$ cat src/rtl/wol_pkg.sv
package wol_pkg;
  typedef logic [7:0] byte_t;
  localparam byte_t SYNC_BYTE = 8'hFF;
  localparam int unsigned DEF_ADDR_BYTES = 6;
  localparam int unsigned DEF_SYNC_LEN = 6;
  localparam int unsigned DEF_COPIES = 16;
endpackage

$ cat src/rtl/wol_mode_ctrl.sv
module wol_mode_ctrl #(
  parameter int unsigned SYNC_STAGES = 2
) (
  input  logic clk_i,
  input  logic rst_ni,
  input  logic sw_mode_i,
  input  logic pin_en_i,
  input  logic pwr_good_ni,
  output logic mode_o
);
  logic [SYNC_STAGES-1:0] pg_sync_q;
  logic                   mode_q;

  // power-good is asynchronous; reset to "power good"
  always_ff @(posedge clk_i or negedge rst_ni) begin
    if (!rst_ni) pg_sync_q <= '1;
    else         pg_sync_q <= {pg_sync_q[SYNC_STAGES-2:0], pwr_good_ni};
  end

  always_ff @(posedge clk_i or negedge rst_ni) begin
    if (!rst_ni) mode_q <= 1'b0;
    else         mode_q <= sw_mode_i | (pin_en_i & ~pg_sync_q[SYNC_STAGES-1]);
  end

  assign mode_o = mode_q;

  AST_SW_ENTERS_MODE: assert property (@(posedge clk_i) disable iff (!rst_ni)
    sw_mode_i |=> mode_o);
endmodule

$ cat src/rtl/wol_dest_check.sv
module wol_dest_check
  import wol_pkg::*;
#(
  parameter int unsigned ADDR_BYTES = DEF_ADDR_BYTES
) (
  input  logic                    clk_i,
  input  logic                    rst_ni,
  input  logic                    beat_i,
  input  logic                    sof_i,
  input  byte_t                   byte_i,
  input  logic [ADDR_BYTES*8-1:0] addr_i,
  output logic                    done_o,
  output logic                    eq_o
);
  localparam int unsigned IDX_W = $clog2(ADDR_BYTES + 1);

  byte_t             addr_b [ADDR_BYTES];
  logic  [IDX_W-1:0] idx_q;
  logic              eq_q;

  for (genvar g = 0; g < ADDR_BYTES; g++) begin : g_unpack
    assign addr_b[g] = addr_i[g*8 +: 8];
  end

  always_ff @(posedge clk_i or negedge rst_ni) begin
    if (!rst_ni) begin
      idx_q <= '0;
      eq_q  <= 1'b0;
    end else if (beat_i && sof_i) begin
      idx_q <= IDX_W'(1);
      eq_q  <= (byte_i == addr_b[0]);
    end else if (beat_i && idx_q < IDX_W'(ADDR_BYTES)) begin
      idx_q <= idx_q + IDX_W'(1);
      eq_q  <= eq_q & (byte_i == addr_b[idx_q]);
    end
  end

  assign done_o = (idx_q == IDX_W'(ADDR_BYTES));
  assign eq_o   = eq_q;

  AST_DA_DONE_HOLDS: assert property (@(posedge clk_i) disable iff (!rst_ni)
    (done_o && !(beat_i && sof_i)) |=> done_o);
endmodule

$ cat src/rtl/wol_payload_scan.sv
module wol_payload_scan
  import wol_pkg::*;
#(
  parameter int unsigned ADDR_BYTES = DEF_ADDR_BYTES,
  parameter int unsigned SYNC_LEN   = DEF_SYNC_LEN,
  parameter int unsigned COPIES     = DEF_COPIES
) (
  input  logic                    clk_i,
  input  logic                    rst_ni,
  input  logic                    clear_i,
  input  logic                    byte_v_i,
  input  byte_t                   byte_i,
  input  logic [ADDR_BYTES*8-1:0] addr_i,
  output logic                    found_o,
  output logic                    hit_o
);
  localparam int unsigned RUN_W = $clog2(SYNC_LEN + 1);
  localparam int unsigned POS_W = $clog2(ADDR_BYTES);
  localparam int unsigned CNT_W = $clog2(COPIES);

  byte_t             addr_b [ADDR_BYTES];
  logic [RUN_W-1:0]  run_q, run_d;
  logic [POS_W-1:0]  pos_q, pos_d;
  logic [CNT_W-1:0]  cnt_q, cnt_d;
  logic              in_rep_q, in_rep_d;
  logic              found_q, found_d;
  logic              byte_ok, last_pos, last_copy, is_sync, at_start;

  for (genvar g = 0; g < ADDR_BYTES; g++) begin : g_unpack
    assign addr_b[g] = addr_i[g*8 +: 8];
  end

  assign byte_ok   = (byte_i == addr_b[pos_q]);
  assign last_pos  = (pos_q == POS_W'(ADDR_BYTES - 1));
  assign last_copy = (cnt_q == CNT_W'(COPIES - 1));
  assign is_sync   = (byte_i == SYNC_BYTE);
  assign at_start  = (pos_q == '0) && (cnt_q == '0);
  assign hit_o     = byte_v_i & in_rep_q & byte_ok & last_pos & last_copy;

  always_comb begin
    run_d    = run_q;
    pos_d    = pos_q;
    cnt_d    = cnt_q;
    in_rep_d = in_rep_q;
    found_d  = found_q;
    if (clear_i) begin
      run_d    = '0;
      pos_d    = '0;
      cnt_d    = '0;
      in_rep_d = 1'b0;
      found_d  = 1'b0;
    end else if (byte_v_i && !found_q) begin
      if (in_rep_q) begin
        if (byte_ok) begin
          if (last_pos) begin
            pos_d = '0;
            if (last_copy) begin
              found_d  = 1'b1;
              in_rep_d = 1'b0;
            end else begin
              cnt_d = cnt_q + CNT_W'(1);
            end
          end else begin
            pos_d = pos_q + POS_W'(1);
          end
        end else if (at_start && is_sync) begin
          // sync run longer than needed: keep waiting for the first copy
          in_rep_d = 1'b1;
        end else begin
          // restart, and let this byte open a new run
          in_rep_d = 1'b0;
          pos_d    = '0;
          cnt_d    = '0;
          run_d    = is_sync ? RUN_W'(1) : '0;
        end
      end else if (is_sync) begin
        if (run_q == RUN_W'(SYNC_LEN - 1)) begin
          in_rep_d = 1'b1;
          run_d    = '0;
          pos_d    = '0;
          cnt_d    = '0;
        end else begin
          run_d = run_q + RUN_W'(1);
        end
      end else begin
        run_d = '0;
      end
    end
  end

  always_ff @(posedge clk_i or negedge rst_ni) begin
    if (!rst_ni) begin
      run_q    <= '0;
      pos_q    <= '0;
      cnt_q    <= '0;
      in_rep_q <= 1'b0;
      found_q  <= 1'b0;
    end else begin
      run_q    <= run_d;
      pos_q    <= pos_d;
      cnt_q    <= cnt_d;
      in_rep_q <= in_rep_d;
      found_q  <= found_d;
    end
  end

  assign found_o = found_q;

  AST_FOUND_AFTER_COPIES: assert property (@(posedge clk_i) disable iff (!rst_ni)
    $rose(found_q) |-> $past(in_rep_q));
  AST_REP_AFTER_SYNC: assert property (@(posedge clk_i) disable iff (!rst_ni)
    $rose(in_rep_q) |-> $past(byte_v_i && byte_i == SYNC_BYTE));
  AST_CLEAR_ABORTS: assert property (@(posedge clk_i) disable iff (!rst_ni)
    clear_i |=> (!found_q && !in_rep_q && run_q == '0));
endmodule

$ cat src/rtl/wol_magic_detect.sv
module wol_magic_detect
  import wol_pkg::*;
#(
  parameter int unsigned ADDR_W      = 48,
  parameter int unsigned SYNC_LEN    = DEF_SYNC_LEN,
  parameter int unsigned COPIES      = DEF_COPIES,
  parameter int unsigned SYNC_STAGES = 2
) (
  input  logic              clk_i,
  input  logic              rst_ni,
  input  logic [7:0]        rx_data_i,
  input  logic              rx_valid_i,
  input  logic              rx_sof_i,
  input  logic              rx_eof_i,
  input  logic [ADDR_W-1:0] station_addr_i,
  input  logic              accept_any_a_i,
  input  logic              accept_any_b_i,
  input  logic              sw_mode_i,
  input  logic              pin_en_i,
  input  logic              pwr_good_ni,
  output logic              match_o
);
  localparam int unsigned ADDR_BYTES = ADDR_W / 8;

  logic mode_q, frame_q, match_q;
  logic beat, sof_beat, eof_beat, payload_v, scan_clear;
  logic da_done, da_eq, found, hit, da_ok;

  wol_mode_ctrl #(.SYNC_STAGES(SYNC_STAGES)) i_mode (
    .clk_i      (clk_i),
    .rst_ni     (rst_ni),
    .sw_mode_i  (sw_mode_i),
    .pin_en_i   (pin_en_i),
    .pwr_good_ni(pwr_good_ni),
    .mode_o     (mode_q)
  );

  assign sof_beat   = rx_valid_i & rx_sof_i & mode_q;
  assign beat       = rx_valid_i & mode_q & (rx_sof_i | frame_q);
  assign eof_beat   = beat & rx_eof_i & ~rx_sof_i;
  assign payload_v  = beat & ~rx_sof_i & da_done;
  assign scan_clear = ~mode_q | (rx_valid_i & rx_sof_i);

  always_ff @(posedge clk_i or negedge rst_ni) begin
    if (!rst_ni)                      frame_q <= 1'b0;
    else if (!mode_q)                 frame_q <= 1'b0;
    else if (sof_beat)                frame_q <= ~rx_eof_i;
    else if (beat && rx_eof_i)        frame_q <= 1'b0;
  end

  wol_dest_check #(.ADDR_BYTES(ADDR_BYTES)) i_dest (
    .clk_i (clk_i),
    .rst_ni(rst_ni),
    .beat_i(beat),
    .sof_i (rx_sof_i),
    .byte_i(rx_data_i),
    .addr_i(station_addr_i),
    .done_o(da_done),
    .eq_o  (da_eq)
  );

  wol_payload_scan #(
    .ADDR_BYTES(ADDR_BYTES),
    .SYNC_LEN  (SYNC_LEN),
    .COPIES    (COPIES)
  ) i_scan (
    .clk_i   (clk_i),
    .rst_ni  (rst_ni),
    .clear_i (scan_clear),
    .byte_v_i(payload_v),
    .byte_i  (rx_data_i),
    .addr_i  (station_addr_i),
    .found_o (found),
    .hit_o   (hit)
  );

  assign da_ok = da_eq | accept_any_a_i | accept_any_b_i;

  always_ff @(posedge clk_i or negedge rst_ni) begin
    if (!rst_ni) match_q <= 1'b0;
    else         match_q <= eof_beat & da_done & da_ok & (found | hit);
  end

  assign match_o = match_q;

  AST_MATCH_IN_MODE: assert property (@(posedge clk_i) disable iff (!rst_ni)
    match_o |-> $past(mode_q));
  AST_MATCH_AT_EOF: assert property (@(posedge clk_i) disable iff (!rst_ni)
    match_o |-> $past(rx_valid_i && rx_eof_i));
  AST_MATCH_ONE_CYCLE: assert property (@(posedge clk_i) disable iff (!rst_ni)
    match_o |=> !match_o);
  AST_MATCH_NEEDS_DA: assert property (@(posedge clk_i) disable iff (!rst_ni)
    match_o |-> $past(da_eq || accept_any_a_i || accept_any_b_i));
endmodule

$ cat config.mk
export PLATFORM = sky130hd
export DESIGN_NAME = wol_magic_detect
export DESIGN_NICKNAME = d
export VERILOG_FILES = /design/src/rtl/wol_pkg.sv /design/src/rtl/wol_mode_ctrl.sv /design/src/rtl/wol_dest_check.sv /design/src/rtl/wol_payload_scan.sv /design/src/rtl/wol_magic_detect.sv
export SDC_FILE = /design/constraint.sdc
export NUM_CORES = 1
export LEC_CHECK = 0
export ABC_AREA = 0
export CAP_MARGIN = 10
export CORE_UTILIZATION = 45
export CTS_CLUSTER_SIZE = 12
export DETAILED_ROUTE_END_ITERATION = 8
export PLACE_DENSITY_LB_ADDON = 0.1
export SETUP_SLACK_MARGIN = 0.4
export SYNTH_ARGS = -nofsm -noshare
export SYNTH_HDL_FRONTEND = slang
export SYNTH_SLANG_ARGS = --single-unit
$ cat constraint.sdc
create_clock -name clk_i -period 2.5 [get_ports clk_i]
set_input_delay 0.375 -clock clk_i [delete_from_list [all_inputs] [get_ports clk_i]]
set_output_delay 0.375 -clock clk_i [all_outputs]
set_load 0.01 [all_outputs]
==> results of run 1 <==
logic make-up after synthesis:
kind of cell             synth area share
multiplexers                        0.208
AO/OA/AOI/OAI                       0.170
flip-flops                          0.207
adder cells (fa/ha/maj)            0.0196
AND/OR/NAND/NOR                     0.210
buffers and inverters              0.0682
XOR/XNOR                            0.117
path summary, 6_finish.rpt:
kind                                startpoint                  end
setup / recovery               i_scan.pos_q[1]      i_scan.in_rep_q
hold / removal             i_mode.pg_sync_q[0]  i_mode.pg_sync_q[1]
setup reg to reg               i_scan.pos_q[1]      i_scan.in_rep_q
hold reg to reg            i_mode.pg_sync_q[0]  i_mode.pg_sync_q[1]
max in group asynchronous               rst_ni  i_mode.pg_sync_q[0]
min in group asynchronous               rst_ni          i_dest.eq_o
area by class of cell:
class | count | area (um2) | area share
multi-input cells | 245 | 2040 | 0.527
repair buffers | 115 | 1130 | 0.292
well taps | 72 | 90.1 | 0.0233
flip-flops and latches | 21 | 529 | 0.137
inverters | 10 | 37.5 | 0.00971
clock buffers | 4 | 45.0 | 0.0117
what timing repair did:
item / CTS / global route
pin swaps: 10 / 10
setup endpoints to repair: 13 / 14
setup buffers: 6 / 14
cloned: 1 / 0
gates resized for setup: 26 / 17
stage by stage:
stage | hold slack (ps) | util | total power, mW
after floorplan | 79.4 | - | 1.03
after detailed placement | 350 | 0.633 | 1.34
after global routing | 368 | 0.706 | 1.85
after global placement | 351 | 0.633 | 1.33
final | 362 | 0.706 | 1.75
after CTS | 364 | 0.675 | 1.58
cell usage after synthesis (9+ instances only):
master	number	area share
mux2i_1	34	0.13
nand2_1	26	0.038
xnor2_1	25	0.086
dfrtp_1	19	0.19
nor2_1	16	0.024
o22ai_1	15	0.037
clkbuf_1	14	0.021
o21ai_0	13	0.026
and3_1	10	0.025
inv_1	10	0.015
xor2_1	9	0.031
power groups by stage:
| stage | logic (mW) | registers [mW] | clock network [mW] |
|---|---|---|---|
| 6_report | 1.12 | 0.402 | 0.225 |
| 5_1_grt | 1.21 | 0.404 | 0.240 |
| 4_1_cts | 0.955 | 0.398 | 0.229 |
| 3_5_place_dp | 0.932 | 0.405 | 0 |
| 3_3_place_gp | 0.929 | 0.403 | 0 |
| 2_1_floorplan | 0.638 | 0.392 | 0 |
registers in the layout, indices dropped and copies added, names as in the netlist:
register,count
i_scan.found_o,1
i_mode.mode_o,1
i_scan.in_rep_q,1
i_scan.pos_q,3
i_scan.cnt_q,4
i_dest.eq_o,1
i_mode.pg_sync_q,2
frame_q,1
i_scan.run_q,3
i_dest.idx_q,3
match_o,1
layer usage:
layer	track usage	wire, um	vias up
met5	0	0	-
met4	0.0755	162	0
met3	0.0274	438	16
met2	0.487	4100	101
met1	0.337	3420	1304
li1	-	-	1295
worst max-delay path, cell delays in order (launching register included):
cell and delay (ps):
dfrtp_1 400, buf_12 150, buf_12 130, buf_6 110
mux2i_1 220, xnor2_1 120, o22ai_1 180, o22ai_2 120
nor4_4 190, buf_4 230, mux2i_1 220, o22ai_1 90
==> flow_summary.ini, run 1 <==
[timing]
max_freq_mhz = 440
setup_viol = 0
worst_pin_slew_ps = 608
period_share = 0.908
worst_slack_ps = 230
setup_tns_ps = 0
period_needed_ps = 2270
worst_clock_skew_ps = 4.04
hold_viol = 0
slew-limit-headroom = 0.592
drv_slew = 0
rsz0062_at_grt = true

[placed_design]
place_hpwl_um = 5780
post-place-ws_ps = 15.5
gp_congestion = 0.868
place_inst = 442
port_buffers = 66
place_area_um2 = 3460

[job]
drv_cap = 0

[layout]
stdcell_count = 467
layout-drive-gt1-share = 0.248
mostFrequentLayoutCells = clkdlybuf4s50_1, buf_4, mux2i_1
final_common_cell = clkdlybuf4s50_1
area_delta_synth_final_pct = 51.5
nFillCells = 432
final_area_um2 = 3860
n_antenna_cell = 0
fin_nets = 466

[setup_path]
crit_type = reg2reg
cp-start-kind = flop
ff2ff_path_depth = 11
arrival_ps = 2420
reg2reg_setup_slack_ps = 230
crit_fanout = 7
cp-end-kind = flop
cp.required_ps = 2650

[route]
ant_nets = 0
dr.pass1.iters = 4
drc = 0
dr_total_vias = 2716
vias_per_cell = 5.82
drt_iter0_drc = 144
postRouteWirelength_um = 8120
routedWlPerCell_um = 17.4

[power]
switching_share = 0.373
power.switching_mw = 0.654
power_leakage_nw = 1.52
intPower_mw = 1.10
power_density_nw_per_um2 = 453
seq_power_share = 0.229
pwr-share-comb = 0.642
clockPowerShare = 0.129
ir_drop_mv = 0.459

[synthesis]
syn_nets = 371
synthArstFlopShare = 1.00
yosysUniqueCellTypes = 57
avgSynthCellArea_um2 = 8.48
ys.flop_type = dfrtp_1
synth_edf_count = 0
yosysWarnings = 0
synth-seq-cells = 21
synth_seq_area_share = 0.207
syn_inst = 301
synth_area_um2 = 2550

[clocking]
cts-root-buf = clkbuf_8
clockBufferDepth = 2
cts_num_sinks = 21
cts_tree = built
clock_latency_ps = 270
cts-buffers-inserted = 3
holdBufCountCts = 0
path_clk_slew_ps = 70
h-tree-depth = 1

[die]
dieArea_um2 = 5970
core_area_um2 = 5470
die_h_um = 77.3
start_util = 0.466
ios = 67
fp.dieW_um = 77.3
fp-row-count = 27

[global_routing]
grt_max_degree = 22
grt_pass1_vias = 2611
gr-total-overflow = 0
grt_pass1_wl_um = 12700
antenna_found_initial = 0
track_usage = 0.270

[min_path]
worstHoldPathType = reg2reg
whs_path_depth = 0

[outcome]
status = finished, final reports clean
Note: power is estimated with default switching activity, not from simulation.
==> run 2, diff against run 1 <==
Settings changed: CAP_MARGIN 10 to unset, CTS_CLUSTER_DIAMETER set to 60, HOLD_SLACK_MARGIN set to 0.1.
==> results of run 2 <==
No change in the layout: final DEF, timing and power equal those of run 1.
